[config.mk]
export PLATFORM = sky130hd
export DESIGN_NAME = llsc_monitor
export DESIGN_NICKNAME = d
export VERILOG_FILES = /design/src/rtl/llsc_pkg.sv /design/src/rtl/llsc_line_match.sv /design/src/rtl/llsc_resv_reg.sv /design/src/rtl/llsc_sc_judge.sv /design/src/rtl/llsc_monitor.sv
export SDC_FILE = /design/constraint.sdc
export NUM_CORES = 1
export LEC_CHECK = 0
export BUFFER_PORTS_ARGS = -buffer_cell sky130_fd_sc_hd__buf_2
export CAP_MARGIN = 20
export CORE_ASPECT_RATIO = 0.6
export CORE_MARGIN = 5
export CORE_UTILIZATION = 49
export DETAILED_ROUTE_END_ITERATION = 12
export GPL_ROUTABILITY_DRIVEN = 0
export PLACE_DENSITY = 0.95
export RECOVER_POWER = 50
export SKIP_CTS_REPAIR_TIMING = 1
export SLEW_MARGIN = 25
export SYNTH_ARGS = -nofsm -noshare
export SYNTH_HDL_FRONTEND = slang
export SYNTH_SLANG_ARGS = --single-unit
export TNS_END_PERCENT = 50
[constraint.sdc]
create_clock -name clk -period 2.7 [get_ports clk]
set_input_delay 0.27 -clock clk [delete_from_list [all_inputs] [get_ports clk]]
set_output_delay 0.27 -clock clk [all_outputs]
set_load 0.05 [all_outputs]
[src/rtl/llsc_pkg.sv]
package llsc_pkg;

    // Outcome of one store-conditional, kept for readability of the judge.
    typedef enum logic [1:0] {
        SC_IDLE = 2'd0,
        SC_PASS = 2'd1,
        SC_FAIL = 2'd2
    } sc_verdict_e;

    // Why a reservation (existing or just requested) is being disturbed.
    typedef struct packed {
        logic by_evict;
        logic by_store;
    } disturb_t;

    // Indices of the line comparators in the top-level probe array.
    localparam int unsigned PRB_SC_RESV = 0;
    localparam int unsigned PRB_EV_RESV = 1;
    localparam int unsigned PRB_ST_RESV = 2;
    localparam int unsigned PRB_EV_LL   = 3;
    localparam int unsigned PRB_ST_LL   = 4;
    localparam int unsigned N_PROBES    = 5;

    function automatic logic disturbed(input disturb_t d);
        return d.by_evict | d.by_store;
    endfunction

endpackage

[src/rtl/llsc_line_match.sv]
module llsc_line_match #(
    parameter int unsigned LINE_W = 26
) (
    input  logic              en,
    input  logic [LINE_W-1:0] line_a,
    input  logic [LINE_W-1:0] line_b,
    output logic              hit
);
    always_comb hit = en && (line_a == line_b);
endmodule

[src/rtl/llsc_resv_reg.sv]
module llsc_resv_reg #(
    parameter int unsigned LINE_W = 26
) (
    input  logic              clk,
    input  logic              rst,
    input  logic              ll_req,
    input  logic [LINE_W-1:0] ll_line,
    input  logic              ll_blocked,
    input  logic              drop,
    output logic              held,
    output logic [LINE_W-1:0] line
);
    always_ff @(posedge clk) begin
        if (rst) begin
            held <= 1'b0;
            line <= '0;
        end else if (ll_req) begin
            held <= !ll_blocked;
            line <= ll_line;
        end else if (drop) begin
            held <= 1'b0;
        end
    end


    ll_sets_chk: assert property (@(posedge clk) disable iff (rst)
        (ll_req && !ll_blocked) |=> (held && line == $past(ll_line)));


    drop_clears_chk: assert property (@(posedge clk) disable iff (rst)
        (drop && !ll_req) |=> !held);


    ll_blocked_chk: assert property (@(posedge clk) disable iff (rst)
        (ll_req && ll_blocked) |=> !held);
endmodule

[src/rtl/llsc_sc_judge.sv]
module llsc_sc_judge
    import llsc_pkg::*;
(
    input  logic     clk,
    input  logic     rst,
    input  logic     sc_req,
    input  logic     held,
    input  logic     line_hit,
    input  disturb_t kill,
    output logic     resp_valid,
    output logic     resp_ok
);
    sc_verdict_e verdict;

    always_comb begin
        if (!sc_req)
            verdict = SC_IDLE;
        else if (held && line_hit && !disturbed(kill))
            verdict = SC_PASS;
        else
            verdict = SC_FAIL;
    end

    always_ff @(posedge clk) begin
        if (rst) begin
            resp_valid <= 1'b0;
            resp_ok    <= 1'b0;
        end else begin
            resp_valid <= (verdict != SC_IDLE);
            resp_ok    <= (verdict == SC_PASS);
        end
    end


    one_resp_chk: assert property (@(posedge clk) disable iff (rst)
        sc_req |=> resp_valid);


    no_spurious_chk: assert property (@(posedge clk) disable iff (rst)
        !sc_req |=> (!resp_valid && !resp_ok));


    no_resv_fail_chk: assert property (@(posedge clk) disable iff (rst)
        (sc_req && !held) |=> !resp_ok);
endmodule

[src/rtl/llsc_monitor.sv]
module llsc_monitor
    import llsc_pkg::*;
#(
    parameter int unsigned ADDR_W     = 32,
    parameter int unsigned LINE_BYTES = 64,
    localparam int unsigned OFFS_W    = $clog2(LINE_BYTES),
    localparam int unsigned LINE_W    = ADDR_W - OFFS_W
) (
    input  logic              clk,
    input  logic              rst,
    input  logic              ll_req,
    input  logic [ADDR_W-1:0] ll_addr,
    input  logic              sc_req,
    input  logic [ADDR_W-1:0] sc_addr,
    input  logic              evict_req,
    input  logic [LINE_W-1:0] evict_line,
    input  logic              store_seen,
    input  logic [ADDR_W-1:0] store_addr,
    output logic              sc_resp_valid,
    output logic              sc_resp_ok,
    output logic              resv_held
);
    logic [LINE_W-1:0] ll_line, sc_line, st_line, resv_line;
    logic              held;

    always_comb begin
        ll_line = ll_addr[ADDR_W-1:OFFS_W];
        sc_line = sc_addr[ADDR_W-1:OFFS_W];
        st_line = store_addr[ADDR_W-1:OFFS_W];
    end

    // Probe table: each comparator gets an enable and two lines.
    logic [N_PROBES-1:0]             prb_en;
    logic [N_PROBES-1:0][LINE_W-1:0] prb_a, prb_b;
    logic [N_PROBES-1:0]             prb_hit;

    always_comb begin
        prb_en[PRB_SC_RESV] = sc_req;      prb_a[PRB_SC_RESV] = sc_line;    prb_b[PRB_SC_RESV] = resv_line;
        prb_en[PRB_EV_RESV] = evict_req;   prb_a[PRB_EV_RESV] = evict_line; prb_b[PRB_EV_RESV] = resv_line;
        prb_en[PRB_ST_RESV] = store_seen;  prb_a[PRB_ST_RESV] = st_line;    prb_b[PRB_ST_RESV] = resv_line;
        prb_en[PRB_EV_LL]   = evict_req;   prb_a[PRB_EV_LL]   = evict_line; prb_b[PRB_EV_LL]   = ll_line;
        prb_en[PRB_ST_LL]   = store_seen;  prb_a[PRB_ST_LL]   = st_line;    prb_b[PRB_ST_LL]   = ll_line;
    end

    for (genvar p = 0; p < N_PROBES; p++) begin : g_probe
        llsc_line_match #(.LINE_W(LINE_W)) u_match (
            .en     (prb_en[p]),
            .line_a (prb_a[p]),
            .line_b (prb_b[p]),
            .hit    (prb_hit[p])
        );
    end

    disturb_t kill_resv, kill_ll;
    always_comb begin
        kill_resv.by_evict = held && prb_hit[PRB_EV_RESV];
        kill_resv.by_store = held && prb_hit[PRB_ST_RESV];
        kill_ll.by_evict   = prb_hit[PRB_EV_LL];
        kill_ll.by_store   = prb_hit[PRB_ST_LL];
    end

    llsc_resv_reg #(.LINE_W(LINE_W)) u_resv (
        .clk        (clk),
        .rst        (rst),
        .ll_req     (ll_req),
        .ll_line    (ll_line),
        .ll_blocked (disturbed(kill_ll)),
        .drop       (sc_req || disturbed(kill_resv)),
        .held       (held),
        .line       (resv_line)
    );

    llsc_sc_judge u_judge (
        .clk        (clk),
        .rst        (rst),
        .sc_req     (sc_req),
        .held       (held),
        .line_hit   (prb_hit[PRB_SC_RESV]),
        .kill       (kill_resv),
        .resp_valid (sc_resp_valid),
        .resp_ok    (sc_resp_ok)
    );

    always_comb resv_held = held;


    evict_beats_sc_chk: assert property (@(posedge clk) disable iff (rst)
        (sc_req && evict_req && evict_line == sc_line) |=> !sc_resp_ok);


    evict_clears_chk: assert property (@(posedge clk) disable iff (rst)
        (evict_req && !ll_req && evict_line == resv_line) |=> !resv_held);


    store_clears_chk: assert property (@(posedge clk) disable iff (rst)
        (store_seen && !ll_req && st_line == resv_line) |=> !resv_held);
endmodule

### After elaboration in Yosys (flattened, before gate mapping)

Cells that the tools add are included.
Widths: inputs -> output; s select.

* flip-flop bits (word level): 29
* latch bits: 0
* bits in writable memories: 0
* memory bits (read-only): 0
* bits of input ports: 128
* output and inout port bits: 3
* logic and storage cells: 30
* memories: 0

* add/subtract/negate cells: 0
* multipliers: 0
* div/mod/pow operators: 0
* order comparisons: 0
* equality and inequality tests: 6
* shifts and indexed selects: 0
* muxes and demuxes: 4
* bitwise operators: 2
* reduce and logical (&&, ||, !) cells: 14

Operator list (count)
* $eq 26x26->1: 5
* $logic_and 1x1->1: 9
* $mux 2: 2
* $reduce_bool 2->1: 2
* $eq 2x1->1 const B: 1
* $logic_not 1->1: 2
* $mux 1: 2
* $or 1x1->1: 2
* $logic_or 1x1->1: 1

### Longest topological paths before layout

* word-level depth: 9
* mapped depth: 5
* depth with buffers taken out: 5

### By module

From an unflattened synthesis, not the netlist that was laid out.

* cell total of the unflattened synthesis: 273
* area total of the unflattened synthesis: 2519.9 um2

Modules (own cells, without submodules)
* llsc_line_match: instances 5, cells an instance 35, area each 290.3 um2, seq. area each 0.0 um2
* llsc_resv_reg: instances 1, cells an instance 88, area each 957.2 um2, seq. area each 540.5 um2
* llsc_sc_judge: instances 1, cells an instance 5, area each 81.3 um2, seq. area each 40.0 um2
* llsc_monitor: instances 1, cells an instance 5, area each 30.0 um2, seq. area each 0.0 um2

### Worst setup path before layout

No wires, ideal clock.

* path kind: register to register
* from: reg u_resv.line[0]
* to: reg u_judge.resp_ok
* setup time: 0.118 ns
* arrival time: 1.219 ns
* required time: 2.582 ns
* path slack: 1.364 ns
* cell stages (with the launch flop): 6
* path buffers: 0
* clock period less this slack: 1.336 ns
* cell sequence: dfxtp_1 > xnor2_1 > nand4_1 > nor4_1 > a22oi_1 > o2111a_1

* cells in the longest elaborated chain, start to end: 9
* elaborated cells between the ends (all ways): 15
* those cells by class: 4 x eq/ne; 2 x mux; 1 x bitwise; 8 x reduce/logical

Ends and longest elaborated chain
* from (decl): line llsc_resv_reg.sv:11 `output logic [LINE_W-1:0] line`
* from (signal assigned): line llsc_resv_reg.sv:19 `line <= ll_line;`
* $eq 26x26->1: line llsc_line_match.sv:9 `always_comb hit = en && (line_a == line_b);`
* $logic_and 1x1->1: line llsc_line_match.sv:9
* $logic_and 1x1->1 (on tied branches): line llsc_monitor.sv:56, llsc_monitor.sv:57
* $or 1x1->1: line llsc_pkg.sv:25 `return d.by_evict | d.by_store;`
* $logic_not 1->1: line llsc_sc_judge.sv:18 `else if (held && line_hit && !disturbed(kill))`
* $logic_and 1x1->1 (*): line llsc_sc_judge.sv:18
* $mux 2 (*): line llsc_sc_judge.sv:18
* $mux 2 (*): line llsc_sc_judge.sv:16 `if (!sc_req)`
* $eq 2x1->1 (*): line llsc_sc_judge.sv:30 `resp_ok <= (verdict == SC_PASS);`
* to (signal assigned): line llsc_sc_judge.sv:30
* to (decl): line llsc_sc_judge.sv:11 `output logic resp_ok`

Every way passes the cells marked *; elsewhere a longest branch is shown, timed or not.
A chain may end at the register's enable or synchronous reset.

### Worst setup path in the final report

* from: reg u_resv.line[22]
* to: reg u_judge.resp_ok

Same word-level chain as after synthesis.

==> impl_metrics.csv <==
group,metric,value,unit
power_and_ir_drop,seqPwrFrac,0.367,
route,wl_per_cell,19.4,microns
timing,fmax,0.561,GHz
worst_setup_path,cp-start-kind,"flip-flop",
layout,final_area,3150,sq um
synthesis,synth_seq_area_share,0.238,
synthesis,synthCells,270,
worst_setup_path,r2r_cells,5,
timing,clock_skew,7.36,ps
worst_hold_path,hold_depth,2,
timing,setup_viol,0,
timing,finalHoldViolations,0,
worst_setup_path,rr_startpoint,"u_resv.line[22]$_SDFFE_PP0P_",
cts,worstSkewPairLatency,300,ps
run,cap_viol_max_count,0,
worst_setup_path,worst-path-max-fanout,4,
cts,cts_tree,"done",
route,drt_iter0_drc,218,
placement,dpl.hpwl,7.31,mm
layout,diodes,0,
route,drc,0,
layout,finalNetCount,511,
worst_setup_path,ff2ff_setup_slack,920,ps
global_routing,track_usage,0.260,
worst_hold_path,hold_path_class,"input port to flip-flop",
layout,register_area,581,sq um
global_routing,grt_pass1_vias,2494,
route,antenna_left,0,
floorplanning,dieWidth,101,microns
floorplanning,die_area,6530,sq um
power_and_ir_drop,p_sw,0.000439,W
power_and_ir_drop,p_per_area,426,nW/um^2
timing,fin_crit_sh,0.660,
layout,multi_input_area,1820,sq um
global_routing,grt_max_degree,30,
global_routing,grt_pass1_wl,12.8,mm
global_routing,grt_overflow,0,
placement,placed_cell_area,3050,sq um
floorplanning,core_area,4680,sq um
synthesis,synthArstFlopShare,0,
synthesis,syn_avg_cell_area,9.02,sq um
route,first_pass_iters,5,
cts,cts_num_sinks,29,
cts,clkSlewWorstSetupHoldPaths,70,ps
timing,min_period,1780,ps
cts,cts_root_buffer,"clkbuf_8",
placement,portBuffers,112,
power_and_ir_drop,power.leakage,1.23,nW
synthesis,yosys.area.top_type,"xnor2_1",
power_and_ir_drop,internal-power,0.000904,W
synthesis,synth_top_area_frac,0.457,
synthesis,synth_ff_type,"dfxtp_1",
synthesis,ys_top_cells_by_count,"xnor2_1, nand4_1, dfxtp_1",
floorplanning,die_y,64.6,microns
synthesis,synth_seq_cells,29,
power_and_ir_drop,power_switching_share,0.327,
status,status,"completed",
floorplanning,initial_core_util,0.520,
layout,drive_gt1_frac,0.315,
synthesis,synth-edff-count,0,
timing,timing.slew.headroom,0.0288,
floorplanning,io_pins,131,
worst_setup_path,endpoint_kind,"flip-flop",
floorplanning,rows,19,
worst_hold_path,hp-start,"sc_req",
worst_setup_path,worstPathArrival,1970,ps
layout,fill_cells,405,
timing,setup_tns,0,ps
worst_hold_path,hold_end,"u_judge.resp_valid$_SDFF_PP0_",
worst_setup_path,startpoint,"u_resv.line[22]$_SDFFE_PP0P_",
power_and_ir_drop,p_clk_frac,0.311,
worst_setup_path,r2r_end,"u_judge.resp_ok$_SDFF_PP0_",
route,vias,2480,
power_and_ir_drop,p_comb_frac,0.322,
timing,report.final.slew_viol_count,0,
timing,worst_pin_slew,1460,ps
worst_setup_path,crit_type,"flip-flop to flip-flop",
cts,cts_buffers,5,
cts,ctsLongestPathBuffers,2,
synthesis,synth_fp_nets,398,
cts,cts_max_level,2,
synthesis,yosysWarnings,0,
power_and_ir_drop,ir_worst_vdd,0.297,mV
route,vias_per_cell,5.55,
worst_setup_path,required,2890,ps
global_routing,antenna_found_initial,0,
synthesis,netlist_area,2440,sq um
synthesis,synthDistinctLibCells,17,
route,wl,8.67,mm
layout,syn_to_final_growth,29.3,%
timing,rsz0062_at_grt,"false",
synthesis,netlist_top_cells_area,"xnor2_1, dfxtp_1, mux2i_1, nand4_1, nor2_1",
synthesis,yosysMostFrequentCell,"xnor2_1",
## power by group through the flow
stage	Combinational, W	Sequential, W	Clock, W
detailed placement	0.000423	0.000501	0
floorplan	0.000238	0.000498	0
global placement	0.000409	0.000499	0
finish	0.000432	0.000493	0.000418
CTS	0.000426	0.000492	0.000419
global route	0.000459	0.000496	0.000446
## flip-flops by register name (all words and copies together), names as in the netlist
name                cells
u_resv.held             1
u_resv.line            26
u_judge.resp_ok         1
u_judge.resp_valid      1
## worst max-delay path, stage by stage, from the launching register on
cell	delay [ps]
dfxtp_1	360
xnor2_1	280
nand4_1	150
nor4_1	370
a22oi_1	210
o2111a_1	280
## layer usage
layer,part of all wire,vias up,track usage
met1,0.41,1152,0.350
met3,0.15,16,0.0932
met5,0,-,0
li1,-,1150,-
met2,0.43,162,0.392
met4,0.016,0,0.0779
## cell usage in the layout, fill, tap and decap left out, drive strengths merged, types with 3 or more instances in the layout
cell type | Yosys | layout
xnor2 | 127 | 127
nor2 | 26 | 26
clkbuf | 3 | 8
nand4 | 30 | 30
nor4 | 6 | 6
dfxtp | 29 | 29
xor2 | 3 | 3
nor3 | 6 | 6
nand3 | 4 | 4
mux2i | 26 | 26
buf | 3 | 111
## metrics by stage
step / power [W] / worst slack (ps) / hold slack, ps / utilization / std cells
floorplan: 0.000735 / 1360 / 353 / - / 270
global placement: 0.000908 / 955 / 550 / 0.651 / 439
detailed placement: 0.000924 / 935 / 567 / 0.651 / 439
CTS: 0.00134 / 944 / 256 / 0.673 / 447
global route: 0.00140 / 919 / 265 / 0.672 / 447
finish: 0.00134 / 919 / 260 / 0.672 / 447
## how the worst max path moves through the flow
stage                                      end
finish              u_judge.resp_ok$_SDFF_PP0_
global route        u_judge.resp_ok$_SDFF_PP0_
CTS                 u_judge.resp_ok$_SDFF_PP0_
detailed placement    u_resv.held$_SDFFE_PP0P_
global placement      u_resv.held$_SDFFE_PP0P_
floorplan           u_judge.resp_ok$_SDFF_PP0_
## cells by family after synthesis
family,after synthesis,synth area share
AO/OA/AOI/OAI,4,0.0154
XOR/XNOR,130,0.467
buffers and inverters,8,0.0139
flip-flops,29,0.238
multiplexers,26,0.107
AND/OR/NAND/NOR,73,0.158
## cell type report
| cell class | instances | area share |
|---|---|---|
| Sequential cell | 29 | 0.184 |
| Inverter | 2 | 0.00238 |
| Clock inverter | 1 | 0.00159 |
| Tap cell | 63 | 0.0250 |
| Clock buffer | 7 | 0.0306 |
| Multi-Input combinational cell | 233 | 0.578 |
| Timing Repair Buffer | 112 | 0.178 |
Note: power is estimated with default switching activity, not from simulation.
